--- src/rtl/tlut_pkg.sv ---
package tlut_pkg;
    localparam int DATA_W   = 8;
    localparam int ADDR_W   = 8;
    localparam int ROW_W    = 6;
    localparam int TBL_ROWS = 1 << ROW_W;

    localparam logic [ADDR_W-1:0] A_ROWDIR = 8'h81;
    localparam logic [ADDR_W-1:0] A_DACDIR = 8'h83;
    localparam logic [ADDR_W-1:0] A_CFG    = 8'h85;
    localparam logic [ADDR_W-1:0] A_WEL    = 8'h86;
    localparam logic [ADDR_W-1:0] A_ADC    = 8'h87;
    localparam logic [ADDR_W-1:0] TBL_BASE = 8'h90;
    localparam logic [ADDR_W-1:0] TBL_LAST = TBL_BASE + ADDR_W'(TBL_ROWS - 1);

    localparam logic [DATA_W-1:0] WEL_ARM    = 8'h80;
    localparam logic [DATA_W-1:0] WEL_DISARM = 8'h00;
    localparam logic [1:0]        FS_RESET   = 2'b11;
    localparam logic [1:0]        FS_RSVD    = 2'b00;

    typedef enum logic [2:0] {
        RG_NONE, RG_ROWDIR, RG_DACDIR, RG_CFG, RG_WEL, RG_ADC, RG_TBL
    } region_e;

    typedef struct packed {
        logic       dac_byp;
        logic       row_byp;
        logic [1:0] fs;
    } cfg_t;

    function automatic region_e decode(input logic [ADDR_W-1:0] a);
        if (a >= TBL_BASE && a <= TBL_LAST) return RG_TBL;
        case (a)
            A_ROWDIR: return RG_ROWDIR;
            A_DACDIR: return RG_DACDIR;
            A_CFG:    return RG_CFG;
            A_WEL:    return RG_WEL;
            A_ADC:    return RG_ADC;
            default:  return RG_NONE;
        endcase
    endfunction

    function automatic logic [DATA_W-1:0] cfg_pack(input cfg_t c);
        return {2'b00, c.dac_byp, c.row_byp, 2'b00, c.fs};
    endfunction
endpackage

--- src/rtl/tlut_regs.sv ---
module tlut_regs
    import tlut_pkg::*;
(
    input  logic              clk,
    input  logic              rst,
    input  logic              wr,
    input  region_e           region,
    input  logic [DATA_W-1:0] wdata,
    output logic              accept,
    output logic [ROW_W-1:0]  row_dir,
    output logic [DATA_W-1:0] dac_dir,
    output cfg_t              cfg,
    output logic              wel
);
    always_comb begin
        case (region)
            RG_WEL:    accept = (wdata == WEL_ARM) || (wdata == WEL_DISARM);
            RG_ROWDIR,
            RG_DACDIR,
            RG_CFG,
            RG_TBL:    accept = wel;
            default:   accept = 1'b0;
        endcase
    end

    always_ff @(posedge clk) begin
        if (rst) begin
            row_dir <= '0;
            dac_dir <= '0;
            cfg     <= '{dac_byp: 1'b0, row_byp: 1'b0, fs: FS_RESET};
            wel     <= 1'b0;
        end else if (wr && accept) begin
            case (region)
                RG_ROWDIR: row_dir <= wdata[ROW_W-1:0];
                RG_DACDIR: dac_dir <= wdata;
                RG_CFG: begin
                    cfg.dac_byp <= wdata[5];
                    cfg.row_byp <= wdata[4];
                    if (wdata[1:0] != FS_RSVD) cfg.fs <= wdata[1:0];
                end
                RG_WEL:    wel <= (wdata == WEL_ARM);
                default: ;
            endcase
        end
    end
endmodule

--- src/rtl/tlut_table.sv ---
module tlut_table
    import tlut_pkg::*;
#(
    parameter int ROWS = TBL_ROWS,
    localparam int IW  = $clog2(ROWS)
)(
    input  logic              clk,
    input  logic              rst,
    input  logic              we,
    input  logic [IW-1:0]     host_row,
    input  logic [DATA_W-1:0] wdata,
    input  logic [IW-1:0]     sel_row,
    output logic [DATA_W-1:0] sel_byte,
    output logic [DATA_W-1:0] host_byte
);
    logic [DATA_W-1:0] mem [ROWS];

    for (genvar i = 0; i < ROWS; i++) begin : g_row
        always_ff @(posedge clk) begin
            if (rst)                              mem[i] <= '0;
            else if (we && host_row == IW'(i))    mem[i] <= wdata;
        end
    end

    assign sel_byte  = mem[sel_row];
    assign host_byte = mem[host_row];
endmodule

--- src/rtl/tlut_sel.sv ---
module tlut_sel
    import tlut_pkg::*;
(
    input  logic              clk,
    input  logic              rst,
    input  cfg_t              cfg,
    input  logic [ROW_W-1:0]  adc_row,
    input  logic [ROW_W-1:0]  row_dir,
    input  logic [DATA_W-1:0] dac_dir,
    input  logic [DATA_W-1:0] tbl_byte,
    output logic [ROW_W-1:0]  sel_row,
    output logic [DATA_W-1:0] dac_code
);
    logic [DATA_W-1:0] dac_next;

    assign sel_row  = cfg.row_byp ? row_dir : adc_row;
    assign dac_next = cfg.dac_byp ? dac_dir : tbl_byte;

    always_ff @(posedge clk) begin
        if (rst) dac_code <= '0;
        else     dac_code <= dac_next;
    end
endmodule

--- src/rtl/tlut_dac_ctrl.sv ---
module tlut_dac_ctrl
    import tlut_pkg::*;
(
    input  logic              clk,
    input  logic              rst,
    input  logic [ADDR_W-1:0] bus_addr,
    input  logic [DATA_W-1:0] bus_wdata,
    input  logic              bus_wr,
    input  logic              bus_rd,
    output logic [DATA_W-1:0] bus_rdata,
    output logic              bus_ack,
    input  logic [DATA_W-1:0] adc_code,
    output logic [DATA_W-1:0] dac_code,
    output logic [1:0]        fs_range
);
    region_e           region;
    logic              accept;
    logic              wel_q;
    cfg_t              cfg_q;
    logic [ROW_W-1:0]  row_dir_q;
    logic [DATA_W-1:0] dac_dir_q;
    logic [ROW_W-1:0]  host_row;
    logic [ROW_W-1:0]  sel_row;
    logic [DATA_W-1:0] sel_byte;
    logic [DATA_W-1:0] host_byte;
    logic              tbl_we;

    assign region   = decode(bus_addr);
    assign host_row = ROW_W'(bus_addr - TBL_BASE);
    assign tbl_we   = bus_wr && accept && (region == RG_TBL);
    assign fs_range = cfg_q.fs;

    tlut_regs u_regs (
        .clk(clk), .rst(rst), .wr(bus_wr), .region(region), .wdata(bus_wdata),
        .accept(accept), .row_dir(row_dir_q), .dac_dir(dac_dir_q),
        .cfg(cfg_q), .wel(wel_q)
    );

    tlut_table #(.ROWS(TBL_ROWS)) u_tbl (
        .clk(clk), .rst(rst), .we(tbl_we), .host_row(host_row),
        .wdata(bus_wdata), .sel_row(sel_row), .sel_byte(sel_byte),
        .host_byte(host_byte)
    );

    tlut_sel u_sel (
        .clk(clk), .rst(rst), .cfg(cfg_q), .adc_row(adc_code[DATA_W-1 -: ROW_W]),
        .row_dir(row_dir_q), .dac_dir(dac_dir_q), .tbl_byte(sel_byte),
        .sel_row(sel_row), .dac_code(dac_code)
    );

    always_ff @(posedge clk) begin
        if (rst) bus_ack <= 1'b0;
        else     bus_ack <= bus_wr && accept;
    end

    always_comb begin
        bus_rdata = '0;
        if (bus_rd) begin
            case (region)
                RG_ROWDIR: bus_rdata = {{(DATA_W-ROW_W){1'b0}}, row_dir_q};
                RG_DACDIR: bus_rdata = dac_dir_q;
                RG_CFG:    bus_rdata = cfg_pack(cfg_q);
                RG_WEL:    bus_rdata = {wel_q, {(DATA_W-1){1'b0}}};
                RG_ADC:    bus_rdata = adc_code;
                RG_TBL:    bus_rdata = host_byte;
                default:   bus_rdata = '0;
            endcase
        end
    end
endmodule

--- config.mk ---
export PLATFORM = sky130hd
export DESIGN_NAME = tlut_dac_ctrl
export DESIGN_NICKNAME = d
export VERILOG_FILES = /design/src/rtl/tlut_pkg.sv /design/src/rtl/tlut_regs.sv /design/src/rtl/tlut_table.sv /design/src/rtl/tlut_sel.sv /design/src/rtl/tlut_dac_ctrl.sv
export SDC_FILE = /design/constraint.sdc
export NUM_CORES = 1
export LEC_CHECK = 0
export BUFFER_PORTS_ARGS = -buffer_cell sky130_fd_sc_hd__buf_2
export CAP_MARGIN = 20
export CORE_MARGIN = 4
export CORE_UTILIZATION = 65
export DETAILED_ROUTE_END_ITERATION = 6
export PLACE_DENSITY = 0.91
export SYNTH_ARGS = -nofsm -noshare
export SYNTH_HDL_FRONTEND = slang
export SYNTH_HIERARCHICAL = 1
export SYNTH_SLANG_ARGS = --single-unit
--- constraint.sdc ---
create_clock -name clk -period 8.6 [get_ports clk]
set_input_delay 0.86 -clock clk [delete_from_list [all_inputs] [get_ports clk]]
set_output_delay 0.86 -clock clk [all_outputs]
set_load 0.005 [all_outputs]
; ---- After elaboration in Yosys (flattened, before gate mapping)
; Memories as Yosys holds them, arrays and structs flattened.
; Index checks and enable logic that the tools add are counted.
[totals]
reg_bits = 28
memories = 1
mem_bits_rw = 512
[classes]
eq_ne = 75
addsub = 1
n_bitwise = 64
muxes = 267
n_lt_le_gt_ge = 2
reduce_logical = 77
[memory_table]
columns = memory, depth, word_bits, read_ports, rd_clocked_by_memory_dff, wr, line_no
row1 = u_tbl.mem, 64, 8, 2, 0, 64, tlut_table.sv:16  ; logic [DATA_W-1:0] mem [ROWS];
[ops]
columns = operator, count
row1 = $mux 8, 66
row2 = $mux 1, 195
row3 = $eq 6x6->1 const B, 32
row4 = $eq 6x5->1 const B, 16
row5 = $logic_and 1x1->1, 67
row6 = $or 1x1->1, 64
row7 = $eq 6x4->1 const B, 8
row8 = $eq 8x8->1 const B, 6
row9 = $pmux 8 s6, 1
row10 = $eq 6x3->1 const B, 4
row11 = $pmux 3 s5, 1
row12 = $eq 6x2->1 const B, 2
row13 = $eq 3x3->1 const B, 3
row14 = $ge 8x8->1 const B, 1
row15 = $le 8x8->1 const B, 1
row16 = $logic_not 8->1, 1
row17 = $reduce_and 2->1, 4
row18 = $eq 3x2->1 const B, 2
row19 = $eq 6x1->1 const B, 1
row20 = $logic_not 6->1, 1
row21 = $mux 3, 2
row22 = $mux 6, 1
row23 = $sub 6x5->6 const B, 1
row24 = $reduce_or 4->1, 1
row25 = other kinds (5), 5

; ---- Logic depth before layout (Yosys ltp)
[logic_depth]
word_depth = 14
mapped_depth = 19

; ---- Cells and area by module
; The synthesis kept the hierarchy.
[by_module_without_submodules]
columns = module, cells_each, area_per_inst_um2, seq_area_each_um2, n_inst
row1 = tlut_table, 1850, 27649.0, 15374.7, 1
row2 = tlut_regs, 97, 813.3, 380.4, 1
row3 = tlut_dac_ctrl, 69, 613.1, 20.0, 1
row4 = tlut_sel, 33, 386.6, 160.2, 1

; ---- Worst setup path after synthesis
; Ideal clock, no wire load.
[synth_path]
path_kind = input to register
start = input port bus_addr[4]
end = memory u_tbl.mem[3][0] (enable)
cell_stages = 16
setup_slack_ns = 4.347
t_arrival_ns = 3.878
required_time_ns = 8.225
n_path_buf = 3
cell_sequence = inv_1 > ha_1 > and3_1 > a32o_1 > buf_6 > nand2_4 > o21ai_0 > nor4_1 > nand3_1 > nand2_1 > nand2_1 > nor2_1 > or3b_1 > clkbuf_1 > clkbuf_1 > o21bai_1
[synth_lines]
columns = element, line_no
row1 = from (decl), tlut_dac_ctrl.sv:6  ; input logic [ADDR_W-1:0] bus_addr,
row2 = to (decl), tlut_table.sv:16

==> run_results.csv <==
group,metric,value,unit
run_status,status,"complete, but fails checks",
run_status,violations,"design-rule violations",
setup_path,crit_fanout,98,
synth,netlist.area_leader.share,0.522,
sta,slew_viol_final,0,
sta,max_slew_margin,0.267,
placed_design,post-dp-hpwl,54.6,mm
synth,synth_common_cells,"515 x and2_1, 512 x edfxtp_1, 260 x mux4_2, 113 x clkbuf_1, 85 x nor2_1",
synth,synth_nets,2080,
setup_path,path_class,"primary input to register",
floorplan,dieWidth,221,um
synth,ys_async_sr_fraction,0,
global_routing,grt_pass1_wl,128,mm
synth,ys_types,59,
pwr,ir_drop,0.000201,V
pwr,p_leak,10.9,nW
synth,netlist_instances,2049,
synth,yosysWarningCount,6,
detailed_routing,wl_per_cell,33.2,um
floorplan,die_y,221,um
global_routing,antenna_found_initial,4,
setup_path,critPathRequiredTime,9060,ps
pwr,switching_share,0.241,
clock_tree,post_cts_resized,0,
pwr,p_sw,1.41,mW
sta,rsz0062_at_grt,"false",
pwr,clock_power_share,0.382,
sta,setup_viol,0,
setup_path,crit_arrival,6010,ps
synth,synth_area_leader_cell,"edfxtp_1",
synth,ys_ff_latch,540,
clock_tree,cts.sinks,540,
sta,hold_violations,0,
clock_tree,cts_tree,"done",
global_routing,grt_pass1_vias,19700,
clock_tree,cts_max_level,2,
flow_run,maxCapViolations,0,
clock_tree,cts_setup_buffers,0,
synth,synth_area_leaders,"edfxtp_1 52%, mux4_2 20%, and2_1 11%",
synth,synth_edf_count,512,
floorplan,initial_core_util,0.662,
clock_tree,clockBufferDepth,3,
pwr,p_int,4.44,mW
sta,clock_skew,10.9,ps
floorplan,rows,77,
detailed_routing,drtAntennaViolNets,0,
detailed_routing,drtIter0Drc,4328,
detailed_routing,drc,48,
synth,syn-cell-area,29500,um2
layout,drive_above_1_share,0.213,
clock_tree,path_clk_slew,60,ps
clock_tree,cts_root_buf,"clkbuf_16",
global_routing,grt_use_total,0.348,
detailed_routing,num_vias,20400,
clock_tree,hold_buffers,0,
detailed_routing,avgViaCountPerCell,7.78,
synth,avgSynthCellArea,14.4,um2
pwr,powerDensity,186,nW/um2
sta,finalCriticalPeriod,5550,ps
clock_tree,clock_latency,600,ps
pwr,combinationalPowerShare,0.103,
hold_path,hold_class,"register to register",
synth,synth_most_common_cell,"and2_1",
floorplan,io_pins,47,
sta,fin_crit_sh,0.645,
detailed_routing,wirelength,87.1,mm
floorplan,core_area,44500,um2
sta,finalSetupTns,0,ps
setup_path,end_kind,"register",
synth,ys.flop_type,"edfxtp_1",
pwr,p_seq_frac,0.515,
placed_design,port_buffers,46,
clock_tree,cts_buffers,53,
detailed_routing,dr.pass1.iters,7,
layout,area_growth,6.68,%
sta,tightest_slew,1100,ps
sta,fmax,180,MHz
global_routing,grt_start_max_net_pins,99,
synth,synth.yosys.seq_area_share,0.541,
placed_design,gp_congestion,1.03,
setup_path,critPathLaunchType,"primary input",
layout,final_nets,2019,
global_routing,grt-ovfl-total,0,
sta,holdWs,496,ps
floorplan,die-area,48800,um2
[worst max-delay path, stage by stage]
cell and delay (ps):
buf_6 770, nor4_2 140, a211o_2 470, nand2_4 120, o21ai_0 270, nor4_1 370
nand3_1 170, nand2_1 90, nand2_1 70, nor2_1 350, nand3b_1 780, or2_2 780
nor2_1 450, and2_1 240
[cell families after synthesis]
family                     share of synthesized area
xor gates and xnor gates                    0.000297
and+or+nand+nor                                0.144
buffers and inverters                         0.0295
adders and majority gates                    0.00127
muxes                                          0.214
AOI/OAI and AO/OA                             0.0705
DFF                                            0.541
[cell type report]
| class | count | area [um2] |
|---|---|---|
| sequential | 540 | 15900 |
| inverter | 5 | 18.8 |
| tap | 592 | 741 |
| antenna | 2 | 5.00 |
| clock buffer | 68 | 1430 |
| fill | 2614 | 13100 |
| timing repair buffer | 65 | 400 |
| multi-input combinational | 1323 | 12700 |
| clock inverter | 30 | 218 |
[state kept, by name, indices dropped and copies added (netlist names)]
name            flops
u_sel/dac_code      8
u_regs/cfg          4
u_regs/row_dir      6
bus_ack             1
u_regs/wel          1
u_regs/dac_dir      8
u_tbl/mem         512
[per-stage QoR]
stage / util / cell area [um2] / std cells / power [mW] / worst slack (ps)
finish: 0.706 / 31400 / 2625 / 5.85 / 3050
global route: 0.706 / 31400 / 2624 / 5.98 / 2970
floorplan: - / 29500 / 2049 / 3.42 / 4350
detailed placement: 0.669 / 29800 / 2524 / 3.62 / 2850
global placement: 0.669 / 29800 / 2524 / 3.59 / 2920
CTS: 0.706 / 31400 / 2622 / 5.82 / 3270
[path summary, 6_finish.rpt]
path | startpoint | end | slack [ps] | cells after the start
worst max-delay path | bus_addr[1] | u_tbl/mem[21][7] | 3050 | 14
worst min-delay path | u_regs/row_dir[5] | u_regs/row_dir[5] | 500 | 2
worst max register to register | u_regs/cfg[2] | u_sel/dac_code[2] | 4200 | 8
worst min register to register | u_regs/row_dir[5] | u_regs/row_dir[5] | 500 | 2
[metal layers]
| layer | GRT usage | vias to the layer above | wire [um] |
|---|---|---|---|
| li1 | - | 7803 | - |
| met1 | 0.456 | 9865 | 27400 |
| met2 | 0.533 | 2267 | 39200 |
| met3 | 0.122 | 477 | 14800 |
| met4 | 0.158 | 6 | 5630 |
| met5 | 0.00587 | - | 51 |
[cells in the final DEF, fill, tap and decap left out, types with 22 or more instances in the layout]
master,n
nand3_1,30
o21bai_1,64
dfxtp_1,28
mux2i_1,27
buf_2,44
edfxtp_1,512
nand2_1,22
nor2_1,84
o21ai_0,33
clkbuf_16,55
mux4_2,260
a21oi_1,64
a22oi_1,64
and2_1,515
[power groups by stage]
stage | clock [mW] | sequential (mW) | combinational, mW
2_1_floorplan | 0 | 3.03 | 0.397
3_3_place_gp | 0 | 3.04 | 0.548
3_5_place_dp | 0 | 3.06 | 0.566
4_1_cts | 2.24 | 3.00 | 0.574
5_1_grt | 2.36 | 3.01 | 0.613
6_report | 2.23 | 3.01 | 0.603
No activity file was read; power rests on OpenSTA's default activity.
